$ cat config.mk
export PLATFORM = sky130hd
export DESIGN_NAME = acq_trigger_ctrl
export DESIGN_NICKNAME = d
export VERILOG_FILES = /design/src/rtl/acq_trig_pkg.sv /design/src/rtl/acq_edge_pick.sv /design/src/rtl/acq_down_cnt.sv /design/src/rtl/acq_trigger_ctrl.sv
export SDC_FILE = /design/constraint.sdc
export NUM_CORES = 1
export LEC_CHECK = 0
export CORE_AREA = 3 3 73 75
export CTS_BUF_LIST = sky130_fd_sc_hd__clkbuf_8 sky130_fd_sc_hd__clkbuf_16
export CTS_CLUSTER_DIAMETER = 100
export CTS_CLUSTER_SIZE = 40
export DETAILED_ROUTE_END_ITERATION = 8
export DIE_AREA = 0 0 76 78
export DONT_BUFFER_PORTS = 1
export GPL_TIMING_DRIVEN = 1
export MAX_ROUTING_LAYER = met4
export PLACE_DENSITY_LB_ADDON = 0.08
export SLEW_MARGIN = 30
export SYNTH_ARGS = -nofsm -noshare
export SYNTH_HDL_FRONTEND = slang
export SYNTH_HIERARCHICAL = 1
export SYNTH_SLANG_ARGS = --single-unit
$ cat constraint.sdc
create_clock -name clk -period 10 [get_ports clk]
set_clock_uncertainty 0.2 [all_clocks]
set_input_delay 1 -clock clk [delete_from_list [all_inputs] [get_ports clk]]
set_output_delay 1 -clock clk [all_outputs]
set_load 0.05 [all_outputs]
$ cat src/rtl/acq_trig_pkg.sv
`timescale 1ns/1ps
// Shared types for the acquisition trigger controller.
package acq_trig_pkg;

    // Controller phases; order is not decoded anywhere else.
    typedef enum logic [1:0] {
        ST_IDLE    = 2'd0,
        ST_DELAY   = 2'd1,
        ST_COLLECT = 2'd2
    } acq_state_e;

    // Trigger mode encoding seen on cfg_mode.
    typedef enum logic [1:0] {
        MODE_SOFT = 2'd0,
        MODE_EXT  = 2'd1,
        MODE_AUTO = 2'd2,
        MODE_OFF  = 2'd3
    } acq_mode_e;

endpackage

$ cat src/rtl/acq_edge_pick.sv
`timescale 1ns/1ps
// Edge finder for the external trigger lines.
// Keeps last cycle's value of every line, so a change of the selector itself
// never looks like an edge. Assumes the lines are already synchronized.
// No reset: the history register reloads from the lines every cycle.
module acq_edge_pick #(
    parameter int LINES = 4,
    localparam int SEL_W = (LINES > 1) ? $clog2(LINES) : 1
) (
    input  logic             clk,
    input  logic [LINES-1:0] lines,
    input  logic [SEL_W-1:0] sel,
    input  logic             falling,
    output logic             hit
);
    logic [LINES-1:0] hist_q;
    logic [LINES-1:0] rise_v;
    logic [LINES-1:0] fall_v;

    // Purpose: remember each line's value from the previous cycle.
    always_ff @(posedge clk) begin
        hist_q <= lines;
    end

    // Per-line edge flags, one pair per line.
    for (genvar i = 0; i < LINES; i++) begin : g_line
        assign rise_v[i] = lines[i] & ~hist_q[i];
        assign fall_v[i] = ~lines[i] & hist_q[i];
    end

    // Purpose: pick the wanted direction on the selected line.
    always_comb begin
        hit = falling ? fall_v[sel] : rise_v[sel];
    end

endmodule

$ cat src/rtl/acq_down_cnt.sv
`timescale 1ns/1ps
// Loadable down counter that stops at zero.
// Load has priority over decrement. Used for both the delay phase and the
// sample count of a record.
module acq_down_cnt #(
    parameter int W = 16
) (
    input  logic         clk,
    input  logic         rst_n,
    input  logic         load,
    input  logic [W-1:0] load_val,
    input  logic         dec,
    output logic         is_zero
);
    logic [W-1:0] cnt_q;

    // Purpose: load, or step down towards zero.
    always_ff @(posedge clk) begin
        if (!rst_n) begin
            cnt_q <= '0;
        end else if (load) begin
            cnt_q <= load_val;
        end else if (dec && (cnt_q != '0)) begin
            cnt_q <= cnt_q - 1'b1;
        end
    end

    assign is_zero = (cnt_q == '0);


    no_wrap_chk: assert property (@(posedge clk) disable iff (!rst_n)
        (dec && !load && is_zero) |=> is_zero);

endmodule

$ cat src/rtl/acq_trigger_ctrl.sv
`timescale 1ns/1ps
// Acquisition trigger and record controller.
// Accepts a trigger while idle (software, external edge or auto), waits
// cfg_delay cycles, then counts cfg_len_m1+1 valid samples and returns to idle.
// In auto mode the next record starts in the cycle the previous one ends.
// Assumes all inputs are synchronous to clk; configuration is held steady
// during a record.
module acq_trigger_ctrl
    import acq_trig_pkg::*;
#(
    parameter int LINES   = 4,
    parameter int DELAY_W = 16,
    parameter int LEN_W   = 16,
    localparam int SEL_W  = (LINES > 1) ? $clog2(LINES) : 1
) (
    input  logic               clk,
    input  logic               rst_n,
    input  logic [1:0]         cfg_mode,
    input  logic [SEL_W-1:0]   cfg_ext_sel,
    input  logic               cfg_ext_falling,
    input  logic [DELAY_W-1:0] cfg_delay,
    input  logic [LEN_W-1:0]   cfg_len_m1,
    input  logic               sw_trig,
    input  logic [LINES-1:0]   dig_in,
    input  logic               sample_valid,
    output logic               rec_active,
    output logic               trig_pulse,
    output logic               rec_done
);
    acq_mode_e  mode;
    acq_state_e state_q;
    acq_state_e state_d;
    acq_state_e entry_st;
    logic       ext_hit;
    logic       dly_zero;
    logic       smp_zero;
    logic       dly_cfg_zero;
    logic       trig_req;
    logic       last_smp;
    logic       start;
    logic       smp_load;

    assign mode         = acq_mode_e'(cfg_mode);
    assign dly_cfg_zero = (cfg_delay == '0);

    acq_edge_pick #(.LINES(LINES)) u_edge (
        .clk     (clk),
        .lines   (dig_in),
        .sel     (cfg_ext_sel),
        .falling (cfg_ext_falling),
        .hit     (ext_hit)
    );

    // Purpose: decide whether a trigger is requested and when a record ends.
    always_comb begin
        trig_req = ((mode != MODE_OFF) && sw_trig)
                 || ((mode == MODE_EXT) && ext_hit)
                 || (mode == MODE_AUTO);
        last_smp = (state_q == ST_COLLECT) && sample_valid && smp_zero;
        start    = ((state_q == ST_IDLE) && trig_req)
                 || (last_smp && (mode == MODE_AUTO));
        entry_st = dly_cfg_zero ? ST_COLLECT : ST_DELAY;
        smp_load = (start && dly_cfg_zero) || ((state_q == ST_DELAY) && dly_zero);
    end

    acq_down_cnt #(.W(DELAY_W)) u_dly_cnt (
        .clk      (clk),
        .rst_n    (rst_n),
        .load     (start),
        .load_val (cfg_delay - 1'b1),
        .dec      (state_q == ST_DELAY),
        .is_zero  (dly_zero)
    );

    acq_down_cnt #(.W(LEN_W)) u_smp_cnt (
        .clk      (clk),
        .rst_n    (rst_n),
        .load     (smp_load),
        .load_val (cfg_len_m1),
        .dec      ((state_q == ST_COLLECT) && sample_valid),
        .is_zero  (smp_zero)
    );

    // Purpose: next phase of the record.
    always_comb begin
        state_d = state_q;
        unique case (state_q)
            ST_IDLE:    if (start)    state_d = entry_st;
            ST_DELAY:   if (dly_zero) state_d = ST_COLLECT;
            ST_COLLECT: if (last_smp) state_d = start ? entry_st : ST_IDLE;
            default:                  state_d = ST_IDLE;
        endcase
    end

    // Purpose: phase register and the two event pulses.
    always_ff @(posedge clk) begin
        if (!rst_n) begin
            state_q    <= ST_IDLE;
            trig_pulse <= 1'b0;
            rec_done   <= 1'b0;
        end else begin
            state_q    <= state_d;
            trig_pulse <= start;
            rec_done   <= last_smp;
        end
    end

    assign rec_active = (state_q == ST_COLLECT);


    lockout_chk: assert property (@(posedge clk) disable iff (!rst_n)
        (state_q == ST_DELAY) |=> !trig_pulse);


    return_idle_chk: assert property (@(posedge clk) disable iff (!rst_n)
        (rec_done && !trig_pulse) |-> !rec_active);


    done_after_active_chk: assert property (@(posedge clk) disable iff (!rst_n)
        rec_done |-> $past(rec_active));


    active_entry_chk: assert property (@(posedge clk) disable iff (!rst_n)
        $rose(rec_active) |-> (trig_pulse || $past(state_q == ST_DELAY)));


    auto_gapless_chk: assert property (@(posedge clk) disable iff (!rst_n)
        (rec_done && $past((mode == MODE_AUTO) && dly_cfg_zero)) |-> (rec_active && trig_pulse));

endmodule

# After elaboration in Yosys (flattened, before gate mapping)
# Cells that the tools add are included.
dict set report classes {
  n_bitwise 16
  eq_ne 8
  magnitude_cmp 1
  muxes 15
  reduce_logical 23
  addsub 3
}
# cell count
set ops {}
lappend ops {{$mux W16} 4}
lappend ops {{$logic_not A16 Y1} 3}
lappend ops {{$sub A16 B1 Y16 const B} 3}
lappend ops {{$reduce_bool A16 Y1} 2}
lappend ops {{$logic_and A1 B1 Y1} 10}
lappend ops {{$mux W2} 5}
lappend ops {{$and A1 B1 Y1} 8}
lappend ops {{$not A1 Y1} 8}
lappend ops {{$ne A2 B2 Y1 const B} 3}
lappend ops {{$pmux W2 S3} 1}
lappend ops {{$bmux W1 S2} 2}
lappend ops {{$eq A2 B1 Y1 const B} 2}
lappend ops {{$eq A2 B2 Y1 const B} 2}
lappend ops {{$logic_or A1 B1 Y1} 4}
lappend ops {{$reduce_bool A2 Y1} 2}
lappend ops {{$lt A2 B3 Y1 const B} 1}
lappend ops {{$mux W1} 3}
lappend ops {{$reduce_and A3 Y1} 1}
lappend ops {{$logic_not A2 Y1} 1}
lappend ops {{$ne A2 B1 Y1 const B} 1}
dict set report word_totals {
  out_inout_bits 3
  input_bits 45
  ff_bits 40
}

# Logic depth before layout (Yosys ltp)
dict set report depth {
  word_depth 13
  depth_mapped 12
  ltp_nobuf 10
}

# Cells and area by module
# Netlist, hierarchy kept.
# module n_inst cells_each area_each_um2
set by_module_without_submodules {}
lappend by_module_without_submodules {acq_down_cnt 2 114 922.1}
lappend by_module_without_submodules {acq_trigger_ctrl 1 66 530.5}
lappend by_module_without_submodules {acq_edge_pick 1 17 172.7}

# Least setup slack after synthesis
# Ideal clock, no wire load.
dict set report synth_timing {
  path_type {in2reg}
  startpoint {input port dig_in[0]}
  endpoint {register u_smp_cnt.cnt_q[10]}
  arrival_ns 3.013
  cell_stages 11
  n_path_buf 2
  slack_ns 6.655
  cell_sequence {nand3b_1 o21ai_1 mux4_2 a211oi_1 a2111o_1 o41ai_1 a22o_1 inv_1 clkbuf_1 clkbuf_1 a21oi_1}
}
dict set report synth_via {
  elab_chain_len 13
}
# element line_no
set synth_lines {}
lappend synth_lines {{start: declaration} acq_trigger_ctrl.sv:24} ;# input logic [LINES-1:0] dig_in,
lappend synth_lines {{$not A1 Y1} acq_edge_pick.sv:28} ;# assign fall_v[i] = ~lines[i] & hist_q[i];
lappend synth_lines {{$and A1 B1 Y1} acq_edge_pick.sv:28}
lappend synth_lines {{$bmux W1 S2} acq_edge_pick.sv:33} ;# hit = falling ? fall_v[sel] : rise_v[sel];
lappend synth_lines {{$mux W1 (not written as such)} acq_edge_pick.sv:33}
lappend synth_lines {{$mux W1 (*)} acq_edge_pick.sv:33}
lappend synth_lines {{net ext_hit} acq_trigger_ctrl.sv:34} ;# logic ext_hit;
lappend synth_lines {{$logic_and A1 B1 Y1 (*)} acq_trigger_ctrl.sv:57} ;# || ((mode == MODE_EXT) && ext_hit)
lappend synth_lines {{$logic_or A1 B1 Y1 (*)} acq_trigger_ctrl.sv:57}
lappend synth_lines {{$logic_or A1 B1 Y1 (*)} acq_trigger_ctrl.sv:58} ;# || (mode == MODE_AUTO);
lappend synth_lines {{$logic_and A1 B1 Y1 (*)} acq_trigger_ctrl.sv:60} ;# start = ((state_q == ST_IDLE) && trig_req)
lappend synth_lines {{$logic_or A1 B1 Y1 (*)} acq_trigger_ctrl.sv:61} ;# || (last_smp && (mode == MODE_AUTO));
lappend synth_lines {{net start} acq_trigger_ctrl.sv:40} ;# logic start;
lappend synth_lines {{$logic_and A1 B1 Y1 (*)} acq_trigger_ctrl.sv:63} ;# smp_load = (start && dly_cfg_zero) || ((state_q == ST_DELAY) && dly_zero);
lappend synth_lines {{$logic_or A1 B1 Y1 (*)} acq_trigger_ctrl.sv:63}
lappend synth_lines {{net smp_load} acq_trigger_ctrl.sv:41} ;# logic smp_load;
lappend synth_lines {{$mux W16 or $reduce_bool A2 Y1 (tied branches)} --}
lappend synth_lines {{end signal: assignment} acq_down_cnt.sv:22} ;# cnt_q <= load_val;
lappend synth_lines {{end signal: assignment} acq_down_cnt.sv:24} ;# cnt_q <= cnt_q - 1'b1;
lappend synth_lines {{end: declaration} acq_down_cnt.sv:15} ;# logic [W-1:0] cnt_q;
# The timed path passes the listed nets; every way through them passes the cells marked *. The select of a mux whose other input is x is not followed.
# A chain may end at the register's enable or synchronous reset.

# Worst setup path in the final report
dict set report layout_timing {
  startpoint {register u_smp_cnt.cnt_q[7]}
  endpoint {register u_smp_cnt.cnt_q[5]}
}
dict set report layout_via {
  elab_chain_len 7
}
# element line_no
set layout_lines {}
lappend layout_lines {{$logic_not A16 Y1 (*)} acq_down_cnt.sv:28} ;# assign is_zero = (cnt_q == '0);
lappend layout_lines {{net smp_zero} acq_trigger_ctrl.sv:36} ;# logic smp_zero;
lappend layout_lines {{$logic_and A1 B1 Y1 (*)} acq_trigger_ctrl.sv:59} ;# last_smp = (state_q == ST_COLLECT) && sample_valid && smp_zero;
lappend layout_lines {{$logic_and A1 B1 Y1 (*)} acq_trigger_ctrl.sv:61}
lappend layout_lines {{$logic_or A1 B1 Y1 (*)} acq_trigger_ctrl.sv:61}
lappend layout_lines {{net start} acq_trigger_ctrl.sv:40}
lappend layout_lines {{$logic_and A1 B1 Y1 (*)} acq_trigger_ctrl.sv:63}
lappend layout_lines {{$logic_or A1 B1 Y1 (*)} acq_trigger_ctrl.sv:63}
lappend layout_lines {{net smp_load} acq_trigger_ctrl.sv:41}
lappend layout_lines {{$mux W16 or $reduce_bool A2 Y1 (tied branches)} --}
# The timed path passes the listed nets; every way through them passes the cells marked *.

==> reports/summary.txt <==
Status = finished clean
First-pass GRT wire length = 9.570 mm
Depth of the CTS H-tree = 2
Total gr overflow = 0
Final WS setup = 6538 ps
Tcrit/Tclk final = 0.3462
First-pass detailed-route iteration total = 4
Via count = 2173
CP Max Fanout = 29
Design area = 0.002715 sq mm
Routed WL = 5.520 mm
Worst skew pair latency = 290 ps
Critical path type = reg2reg
Pre-CTS WS = 6290 ps
VDD IR max = 0.00009203 V
Leak Pwr = 0.9324 nW
Worst-Margin Slew = 748.1 ps
Antenna violations before repair = 0
DRC errors left = 0
Routed Antenna Nets = 0
Detailed Route Iter0 Violations = 99
CP arrival = 3410 ps
Slew Limit Fails = 0
Min cycle time layout = 3462 ps
CTS Sinks = 40
Area of the core = 0.004723 sq mm
Post-DP Area = 0.002594 sq mm
Cts bufs inserted = 5
Via density = 5.749
Power density over the cells = 169.9 mW/mm^2
Grt met2 use = 0.2899
Final TNS setup = 0 ps
Warnings from Yosys = 6
Placed cells = 370
Cell variety after synth = 44
FF-to-FF setup slack = 6540 ps
DR WL/cell = 14.60 um
Top cells by area, synth = dfxtp_1 31%, xnor2_1 9.6%, a21oi_1 5.9%
Initial Utilization = 0.5393
Number of I/O pins = 48
Slew headroom = 0.5007
Hold Buf Count CTS = 0
Final std cells w/o fill = 378
GP Congestion = 0.7587
Synthesis-to-layout area growth = 6.581%
Pin count of the biggest net entering global routing = 38
FP Rows = 25
Hold Vio Cnt, Final = 0
Maxcap violations = 0
Nets = 359
Number of synthesized flops with an enable pin = 0
RSZ-0062 raised after global routing = false
Worst setup SP type = flop
Clock root cell = clkbuf_8
Cells after synthesis = 311
Layout cells sized above 1 = 0.08039
Final setup viols = 0
Synthesized net count = 360
Yosys top cell by area = dfxtp_1
Share of the synthesized area in the top cell type = 0.3143
Inserted Diodes = 0
Post-DP HPWL = 4.119 mm
Top Usage Layer GRT = met2
Chip width = 76 um
CTS tree = yes
Clock Path Buffers = 2
Synth Flop Type = dfxtp_1
Commonest cells in the netlist = 40 x dfxtp_1, 30 x a21oi_1, 30 x o21ai_0
Vias in the first global route = 2058
Max Fclk = 288.8 MHz
Height of the die = 78 um
GR Layer Usage met1 = 0.2812
Cell Area, Synth = 0.002547 sq mm
Type of the worst min-delay path = reg2reg
I/O Buffers = 0
Postcts setup bufs = 0
Clock transition at path regs = 80 ps
CP Data Required Time = 9950 ps
Syn Area/Cell = 8.191 sq um
# resized after CTS = 0
Die area = 0.005928 sq mm
Most numerous cell in the Yosys netlist = dfxtp_1
M3 GR Usage = 0.05684
CP Capture Type = flop
Async S/R FF share, synth = 0
Total GRT Usage = 0.2021
FF+latch count, synth = 40
Register area share after synthesis = 0.3143
==> routing by layer <==
metal,part of all wire,routed length (um)
met1,0.51,2803
met3,0.070,389
met5,0,0
met2,0.41,2272
met4,0.0098,54
==> cells by family after synthesis <==
| family | Yosys count | share of synthesized area |
|---|---|---|
| fa+ha+maj | 4 | 0.01965 |
| flops | 40 | 0.3143 |
| simple gates | 126 | 0.3065 |
| buf+inv | 22 | 0.03831 |
| xor+xnor | 36 | 0.1238 |
| mux | 5 | 0.02456 |
| compound gates | 78 | 0.1729 |
==> report_power, final <==
group          internal, mW  switching (mW)
Clock                0.0817          0.0601
Combinational        0.0534          0.0657
Sequential            0.178          0.0228
Total                 0.313           0.149
==> flip-flops by register name, indices dropped and copies added (netlist names) <==
register	flops
rec_done	1
state_q	2
trig_pulse	1
u_dly_cnt/cnt_q	16
u_edge/hist_q	4
u_smp_cnt/cnt_q	16
==> cells in the final DEF (no fill, tap or decap), drive strengths merged, types with 5 or more instances in the layout <==
master and count:
clkbuf 6, xor2 8, o21ai 32, inv 12, nand2 22, nand2b 5
dfxtp 40, or4 6, nor2 27, xnor2 28, nor2b 8, nor4 11
a21oi 30, nor3 16, nor3b 5, nand3 5
==> through the flow <==
| step | power (mW) | hold slack, ps | util |
|---|---|---|---|
| finish | 0.4614 | 377.2 | 0.5748 |
| global placement | 0.3202 | 356.3 | 0.5491 |
| floorplan | 0.3026 | 327.1 | - |
| detailed placement | 0.3210 | 358.3 | 0.5491 |
| global route | 0.4893 | 405.7 | 0.5748 |
| CTS | 0.4638 | 369.9 | 0.5748 |
==> layout make-up <==
| type | instances | area [sq um] |
|---|---|---|
| Clock inverter | 2 | 38.79 |
| Tap cell | 67 | 83.83 |
| Multi-Input combinational cell | 249 | 1649 |
| Inverter | 12 | 45.04 |
| Clock buffer | 6 | 82.58 |
| Sequential cell | 40 | 800.8 |
| Fill cell | 444 | 2008 |
| Timing Repair Buffer | 2 | 15.01 |
==> worst paths after layout <==
path | from | end | depth (start not counted)
max | u_smp_cnt/cnt_q[7]$_SDFFE_PN0P_ | u_smp_cnt/cnt_q[5]$_SDFFE_PN0P_ | 9
min | u_smp_cnt/cnt_q[14]$_SDFFE_PN0P_ | u_smp_cnt/cnt_q[14]$_SDFFE_PN0P_ | 2
max reg2reg | u_smp_cnt/cnt_q[7]$_SDFFE_PN0P_ | u_smp_cnt/cnt_q[5]$_SDFFE_PN0P_ | 9
min reg2reg | u_smp_cnt/cnt_q[14]$_SDFFE_PN0P_ | u_smp_cnt/cnt_q[14]$_SDFFE_PN0P_ | 2
==> worst max-delay path: stages (launching register included) <==
cell and delay, ps:
dfxtp_1 360, or4_4 560, and4bb_1 620, nand2_1 140, o41ai_1 270, buf_4 220, a22o_1 210, inv_1 360
o21ai_0 320, a21oi_1 70
Power figures use the tool's default switching activity.
